`src/rtl/tdc_pkg.sv`:
```
package tdc_pkg;
  localparam int unsigned N_TAPS  = 50;
  localparam int unsigned CODE_W  = $clog2(N_TAPS);
  localparam logic [CODE_W-1:0] CODE_NOHIT = CODE_W'((1 << CODE_W) - 2);
  localparam logic [CODE_W-1:0] CODE_OVF   = CODE_W'((1 << CODE_W) - 1);
endpackage

```
`src/rtl/tdc_rst_sync.sv`:
```
module tdc_rst_sync (
  input  logic clk_i,
  input  logic rst_ni,
  output logic rst_sync_no
);
  logic [1:0] sync_q;

  always_ff @(posedge clk_i or negedge rst_ni) begin
    if (!rst_ni) sync_q <= 2'b00;
    else         sync_q <= {sync_q[0], 1'b1};
  end

  assign rst_sync_no = sync_q[1];
endmodule

```
`src/rtl/tdc_pair_qual.sv`:
```
module tdc_pair_qual #(
  parameter int unsigned N = 50
) (
  input  logic [N-1:0] tap_i,
  output logic [N-1:0] qual_o
);
  // A position qualifies only when it and its upper neighbour are set.
  for (genvar g = 0; g < N - 1; g++) begin : g_pair
    assign qual_o[g] = tap_i[g] & tap_i[g+1];
  end
  // The top tap has no neighbour and stands on its own.
  assign qual_o[N-1] = tap_i[N-1];
endmodule

```
`src/rtl/tdc_first_set.sv`:
```
module tdc_first_set #(
  parameter int unsigned N = 50,
  parameter int unsigned W = $clog2(N)
) (
  input  logic [N-1:0] vec_i,
  output logic [W-1:0] idx_o,
  output logic         found_o
);
  always_comb begin
    idx_o   = '0;
    found_o = 1'b0;
    for (int i = N - 1; i >= 0; i--) begin
      if (vec_i[i]) begin
        idx_o   = W'(i);
        found_o = 1'b1;
      end
    end
  end
endmodule

```
`src/rtl/tdc_therm_encoder.sv`:
```
module tdc_therm_encoder
  import tdc_pkg::*;
(
  input  logic              clk_i,
  input  logic              rst_ni,
  input  logic [N_TAPS-1:0] tap_i,
  input  logic              snap_vld_i,
  input  logic              lock_i,
  output logic [CODE_W-1:0] code_o,
  output logic              code_vld_o
);
  logic              rst_n;
  logic [N_TAPS-1:0] qual;
  logic [CODE_W-1:0] first_idx;
  logic              first_found;
  logic [CODE_W-1:0] code_d, code_q;
  logic              vld_d, vld_q;

  tdc_rst_sync u_rst (
    .clk_i       (clk_i),
    .rst_ni      (rst_ni),
    .rst_sync_no (rst_n)
  );

  tdc_pair_qual #(.N(N_TAPS)) u_qual (
    .tap_i  (tap_i),
    .qual_o (qual)
  );

  tdc_first_set #(.N(N_TAPS), .W(CODE_W)) u_first (
    .vec_i   (qual),
    .idx_o   (first_idx),
    .found_o (first_found)
  );

  // Next-state selection
  always_comb begin
    vld_d  = snap_vld_i;
    code_d = code_q;
    if (snap_vld_i) begin
      if (!lock_i)          code_d = CODE_OVF;
      else if (first_found) code_d = first_idx;
      else if (tap_i == '0) code_d = CODE_NOHIT;
      else                  code_d = CODE_OVF;
    end
  end

  // Register stage
  always_ff @(posedge clk_i or negedge rst_n) begin
    if (!rst_n) begin
      code_q <= CODE_NOHIT;
      vld_q  <= 1'b0;
    end else begin
      vld_q <= vld_d;
      if (snap_vld_i) code_q <= code_d;
    end
  end

  assign code_o     = code_q;
  assign code_vld_o = vld_q;

  assert_vld_latency_R2: assert property (@(posedge clk_i) disable iff (!rst_n)
    snap_vld_i |=> code_vld_o);
  assert_vld_idle_R2: assert property (@(posedge clk_i) disable iff (!rst_n)
    !snap_vld_i |=> !code_vld_o);
  assert_unlock_ovf_R8: assert property (@(posedge clk_i) disable iff (!rst_n)
    (snap_vld_i && !lock_i) |=> (code_o == CODE_OVF));
  assert_empty_nohit_R6: assert property (@(posedge clk_i) disable iff (!rst_n)
    (snap_vld_i && lock_i && tap_i == '0) |=> (code_o == CODE_NOHIT));
  assert_hold_R9: assert property (@(posedge clk_i) disable iff (!rst_n)
    !snap_vld_i |=> $stable(code_o));
  assert_no_gap_code_R9: assert property (@(posedge clk_i) disable iff (!rst_n)
    (code_o < CODE_W'(N_TAPS)) || (code_o >= CODE_NOHIT));
  assert_edge_pos_R3: assert property (@(posedge clk_i) disable iff (!rst_n)
    (snap_vld_i && lock_i && tap_i[0] && tap_i[1]) |=> (code_o == '0));
endmodule

```
`config.mk`:
```
export PLATFORM = sky130hd
export DESIGN_NAME = tdc_therm_encoder
export DESIGN_NICKNAME = d
export VERILOG_FILES = /design/src/rtl/tdc_pkg.sv /design/src/rtl/tdc_rst_sync.sv /design/src/rtl/tdc_pair_qual.sv /design/src/rtl/tdc_first_set.sv /design/src/rtl/tdc_therm_encoder.sv
export SDC_FILE = /design/constraint.sdc
export NUM_CORES = 1
export LEC_CHECK = 0
export BUFFER_PORTS_ARGS = -buffer_cell sky130_fd_sc_hd__buf_2
export CORE_AREA = 2 2 54 56
export CTS_CLUSTER_SIZE = 16
export DETAILED_ROUTE_END_ITERATION = 10
export DIE_AREA = 0 0 56 58
export GPL_TIMING_DRIVEN = 1
export PLACE_DENSITY = 0.82
export SLEW_MARGIN = 10
export SYNTH_ARGS = -nofsm -noshare
export SYNTH_HDL_FRONTEND = slang
export SYNTH_SLANG_ARGS = --single-unit
```
`constraint.sdc`:
```
create_clock -name clk_i -period 1.1 [get_ports clk_i]
set_clock_uncertainty 0.1 [all_clocks]
set_input_delay 0.055 -clock clk_i [delete_from_list [all_inputs] [get_ports clk_i]]
set_output_delay 0.055 -clock clk_i [all_outputs]
set_load 0.02 [all_outputs]
```
==> metrics.md, run 1 <==
| Metric | Value |
|---|---|
| Post-Synthesis Cell Area | 0.001267 sq mm |
| Synthesis Warnings | 0 |
| Main area contributors after synthesis | dfstp_2, o21ai_0, nand2_1 |
| Num CTS Buffers | 3 |
| Pre-CTS WS | -0.6771 ns |
| Row count | 19 |
| Last stage | global routing (5_1_grt) |
| CTS Buffer Depth | 2 |
| Top post-synthesis cells by count | nand2_1, o21ai_0, a21oi_1 |
| Worst-path end type | register data pin |
| CTS sink count | 9 |
| Mapped Cells | 190 |
| Port bufs | 60 |
| Post-GRT worst EP | code_o[0]$_DFFE_PN0P_/D |
| Register area share after synthesis | 18.26% |
| IO Count | 61 |
| #FFs+latches synth | 9 |
| Largest net degree at the start of global routing | 8 |
| Avg Cell Area, Syn | 6.671 sq um |
| CTS Root Cell | clkbuf_4 |
| Status | aborted with a tool error |
| Die Y | 58 microns |
| Die Wd | 56 microns |
| Post-synth top area share | 10.37% |
| Number of synthesized flops with an enable pin | 0 |
| Most frequent cell after synthesis | nand2_1 |
| Htree depth | 1 |
| Initial Utilization | 47.60% |
| Post-Syn Nets | 244 |
| Dominant synthesized flop cell | dfstp_2 |
| Synth async-reset ratio | 100.0% |
| Synth cell types | 48 |
| Err | [ERROR DPL-0038] Utilization greater than 100%, impossible to legalize |
| Final HPWL DP | 4632 microns |
| Gpl congestion | 0.9661 |
| Post-synth top area cell | dfstp_2 |
cells by family after synthesis:
kind of cell	synth area share, %
AO/OA/AOI/OAI	41.46
other	0.2959
buffers and inverters	0.8876
multiplexers	1.678
AND/OR/NAND/NOR	37.42
flip-flops	18.26
per-stage QoR:
stage,util [%],std cells,area (sq um)
after detailed placement,83.04,360,2211
after floorplan,-,190,1275
after global placement,83.04,360,2211
after CTS,92.72,372,2469
timing repair:
| item | CTS |
|---|---|
| pin swaps | 12 |
| setup buffers | 6 |
| cloned | 0 |
| setup endpoints to repair | 11 |
| resized for setup | 46 |
| endpoints found under the hold margin | 3 |
| hold buffers | 3 |
==> run 2: changes to the inputs <==
--- a/config.mk
+++ b/config.mk
@@ -6,12 +6,11 @@
 export NUM_CORES = 1
 export LEC_CHECK = 0
 export BUFFER_PORTS_ARGS = -buffer_cell sky130_fd_sc_hd__buf_2
-export CORE_AREA = 2 2 54 56
-export CTS_CLUSTER_SIZE = 16
+export CORE_AREA = 2 2 64 66
 export DETAILED_ROUTE_END_ITERATION = 10
-export DIE_AREA = 0 0 56 58
+export DIE_AREA = 0 0 66 68
 export GPL_TIMING_DRIVEN = 1
-export PLACE_DENSITY = 0.82
+export PLACE_DENSITY_LB_ADDON = 0.15
 export SLEW_MARGIN = 10
 export SYNTH_ARGS = -nofsm -noshare
 export SYNTH_HDL_FRONTEND = slang
==> metrics.md, run 2 <==
| Metric | Value |
|---|---|
| First-pass GRT wire length | 8514 microns |
| Initial Utilization | 32.87% (was 47.60%) |
| Top post-synthesis cells by count | nand2_1, o21ai_0, a21oi_1 (unchanged) |
| Hold Vio Cnt, Final | 0 |
| Pre-CTS WS | -0.6495 ns (was -0.6771 ns) |
| Post-synth top area share | 10.37% (unchanged) |
| #FFs+latches synth | 9 (unchanged) |
| Post-synth top area cell | dfstp_2 (unchanged) |
| Failing checks | negative setup slack |
| Post-Route WL | 5441 microns |
| Residual DRC count | 0 |
| Area grow syn2layout | 102.4% |
| Fillers | 350 |
| Setup slack, reg-to-reg | -0.24 ns |
| Peak supply drop | 0.4863 mV |
| Num CTS Buffers | 3 (unchanged) |
| Fin crit period | 1.485 ns |
| Area of the multi-input gates | 0.001169 sq mm |
| # Max-Cap Violations | 0 |
| Port bufs | 60 (unchanged) |
| Vias per cell | 5.353 |
| Avg Cell Area, Syn | 6.671 sq um (unchanged) |
| Register area | 231.5 sq um |
| Worst-path cell chain | buf_6 > buf_6 > mux2_4 > o21ai_2 > a21o_1 > or3_1 > o311a_1 > a211o_1 |
| Row count | 23 (was 19) |
| Combinational share of power | 55.7% |
| Worst stage delay on the critical path | 0.35 ns |
| CTS Root Cell | clkbuf_8 (was clkbuf_4) |
| Pre-antenna DRT Iters | 4 |
| Post-Synthesis Cell Area | 0.001267 sq mm (unchanged) |
| Gpl congestion | 0.8568 (was 0.9661) |
| Family with the most delay on the worst path | compound AO/OA/AOI/OAI gates |
| Antenna viol nets, final | 0 |
| Dominant synthesized flop cell | dfstp_2 (unchanged) |
| CTS clk-pin slew, worst paths | 0.04 ns |
| Met1 Usage GRT | 30.91% |
| Main area contributors after synthesis | dfstp_2, o21ai_0, nand2_1 (unchanged) |
| Fmax | 673.5 MHz |
| CORE AREA | 0.003856 sq mm |
| Startpoint type of the worst setup path | input pin |
| DR WL/cell | 13.92 microns |
| GRT Residual Overflow | 0 |
| Largest net degree at the start of global routing | 8 |
| Final HPWL DP | 4376 microns (was 4632 microns) |
| Post-Syn Nets | 244 (unchanged) |
| Status | finished with violations (was aborted with a tool error) |
| Max FFs per register | 6 |
| Crit path max fanout | 3 |
| CTS sink count | 9 (unchanged) |
| CP Class | in -> reg |
| Worst Path Buf+Inv | 2 |
| Leakage power | 1.147 nW |
| Mapped Cells | 190 (unchanged) |
| Initial antenna violation count | 0 |
| Commonest non-fill, non-tap cell in the layout | buf_4 |
| Register area share after synthesis | 18.26% (unchanged) |
| FF-to-FF Start | code_o[0]$_DFFE_PN0P_ |
| Hold Crit Class | reg -> async |
| CTS Buffer Depth | 2 (unchanged) |
| Met3 Usage GRT | 2.138% |
| Setup ws final | -0.3848 ns |
| Sequential share of power | 22.6% |
| Synth cell types | 48 (unchanged) |
| Met2 usage | 45.33% |
| IO Count | 61 (unchanged) |
| RSZ-0062 raised after global routing | true |
| Tcrit/Tclk final | 135.0% |
| CP max stage cell | or3_1 |
| Final setup fails | 6 |
| Final Net Count | 396 |
| Final core utilization | 66.52% |
| Busiest layer in global routing | met2 |
| Critical Path RT | 1.11 ns |
| Die Y | 68 microns (was 58 microns) |
| Sw Ratio | 34.70% |
| Clk_lat worst skew | 0.23 ns |
| Crit path launch | tap_i[16] |
| Vias in the first global route | 1,946 |
| Worst EP arrival | 1.50 ns |
| Synth async-reset ratio | 100.0% (unchanged) |
| Fraction of layout cells with a size suffix above 1 | 53.37% |
| Most frequent cells in the layout | buf_4, buf_2, nand2_1 |
| Final count of pins violating max slew | 0 |
| Die Wd | 66 microns (was 56 microns) |
| Psw | 0.6003 mW |
| Pwr Density | 674.5 mW/mm^2 |
| Number of synthesized flops with an enable pin | 0 (unchanged) |
| Synthesis Warnings | 0 (unchanged) |
| P_int | 1.130 mW |
| CTS tree | done |
| Clock share of power | 21.7% |
| DRC marker count from the first detailed-route iteration | 76 |
| DR vias | 2,093 |
| Antenna diodes | 0 |
| CP most frequent cell | buf_6 |
| GRT Total Usage | 23.93% |
| Die ar. | 0.004488 sq mm |
| Most frequent cell after synthesis | nand2_1 (unchanged) |
| Power after layout | 1.730 mW |
| Htree depth | 1 (unchanged) |
| Critical Path End Type | flip-flop |
## run 2: per-layer routing
layer | up-vias | share of wire [%]
met3 | 6 | 4.6
met4 | 0 | 1.0
li1 | 1063 | -
met5 | - | 0
met1 | 963 | 44
met2 | 61 | 51
## run 2: cells by family (layout without fill, tap and decap cells)
family	count (synthesis)	count (layout)	synth area share, %
AND/OR/NAND/NOR	92	92	37.42
AO/OA/AOI/OAI	83	83	41.46
flip-flops	9	9	18.26
buffers and inverters	3	154	0.8876
multiplexers	2	2	1.678
other	1	1	0.2959
## run 2: power by group through the flow
stage	combinational [mW]	sequential, mW	clock (mW)
after floorplan	0.280	0.429	0
after global placement	0.832	0.396	0
after detailed placement	0.838	0.396	0
after CTS	0.871	0.392	0.382
after global routing	1.05	0.396	0.403
final	0.964	0.392	0.375
## run 2: worst paths after layout
| check | end | cells past startpoint |
|---|---|---|
| worst max register to register | code_o[0]$_DFFE_PN0P_ | 6 |
| worst min register to register | code_vld_o$_DFF_PN0_ | 0 |
| worst min-delay path | code_vld_o$_DFF_PN0_ | 0 |
| worst max-delay path | code_o[0]$_DFFE_PN0P_ | 8 |
| min in group clk_i | code_vld_o$_DFF_PN0_ | 2 |
| max in group asynchronous | code_o[2]$_DFFE_PN1P_ | 0 |
## run 2: layout make-up
class / instances / area share [%]
inverter: 2 / 0.2927
timing repair buffer: 148 / 40.93
tap: 50 / 2.439
clock buffer: 4 / 1.756
multi-input combinational: 178 / 45.56
sequential: 9 / 9.024
## run 2: worst register-to-register path: stages, from the launching register on
cell      delay, ns
dfrtp_1        0.37
nor2_1         0.16
a31oi_1        0.06
o211ai_1       0.11
a21oi_1        0.08
o311a_1        0.12
a211o_1        0.22
## run 2: what timing repair did
action | CTS | global route
pin swaps | 1 | 19
hold buffers | 1 | 0
setup endpoints to repair | 6 | 6
setup buffers | 2 | 6
hold endpoints to repair | 2 | 0
resized for setup | 11 | 49
## run 2: stage by stage
stage	hold slack, ns	TNS (ns)	cells	instance area [sq um]
4_1_cts	0.01386	-1.398	387	2361
6_report	0.01181	-1.440	391	2565
3_3_place_gp	-0.2590	-2.934	380	2242
3_5_place_dp	-0.2580	-2.925	380	2242
2_1_floorplan	-0.3406	-0.7303	190	1275
5_1_grt	0.03303	-1.876	391	2565
(Power assumes the default switching activity.)
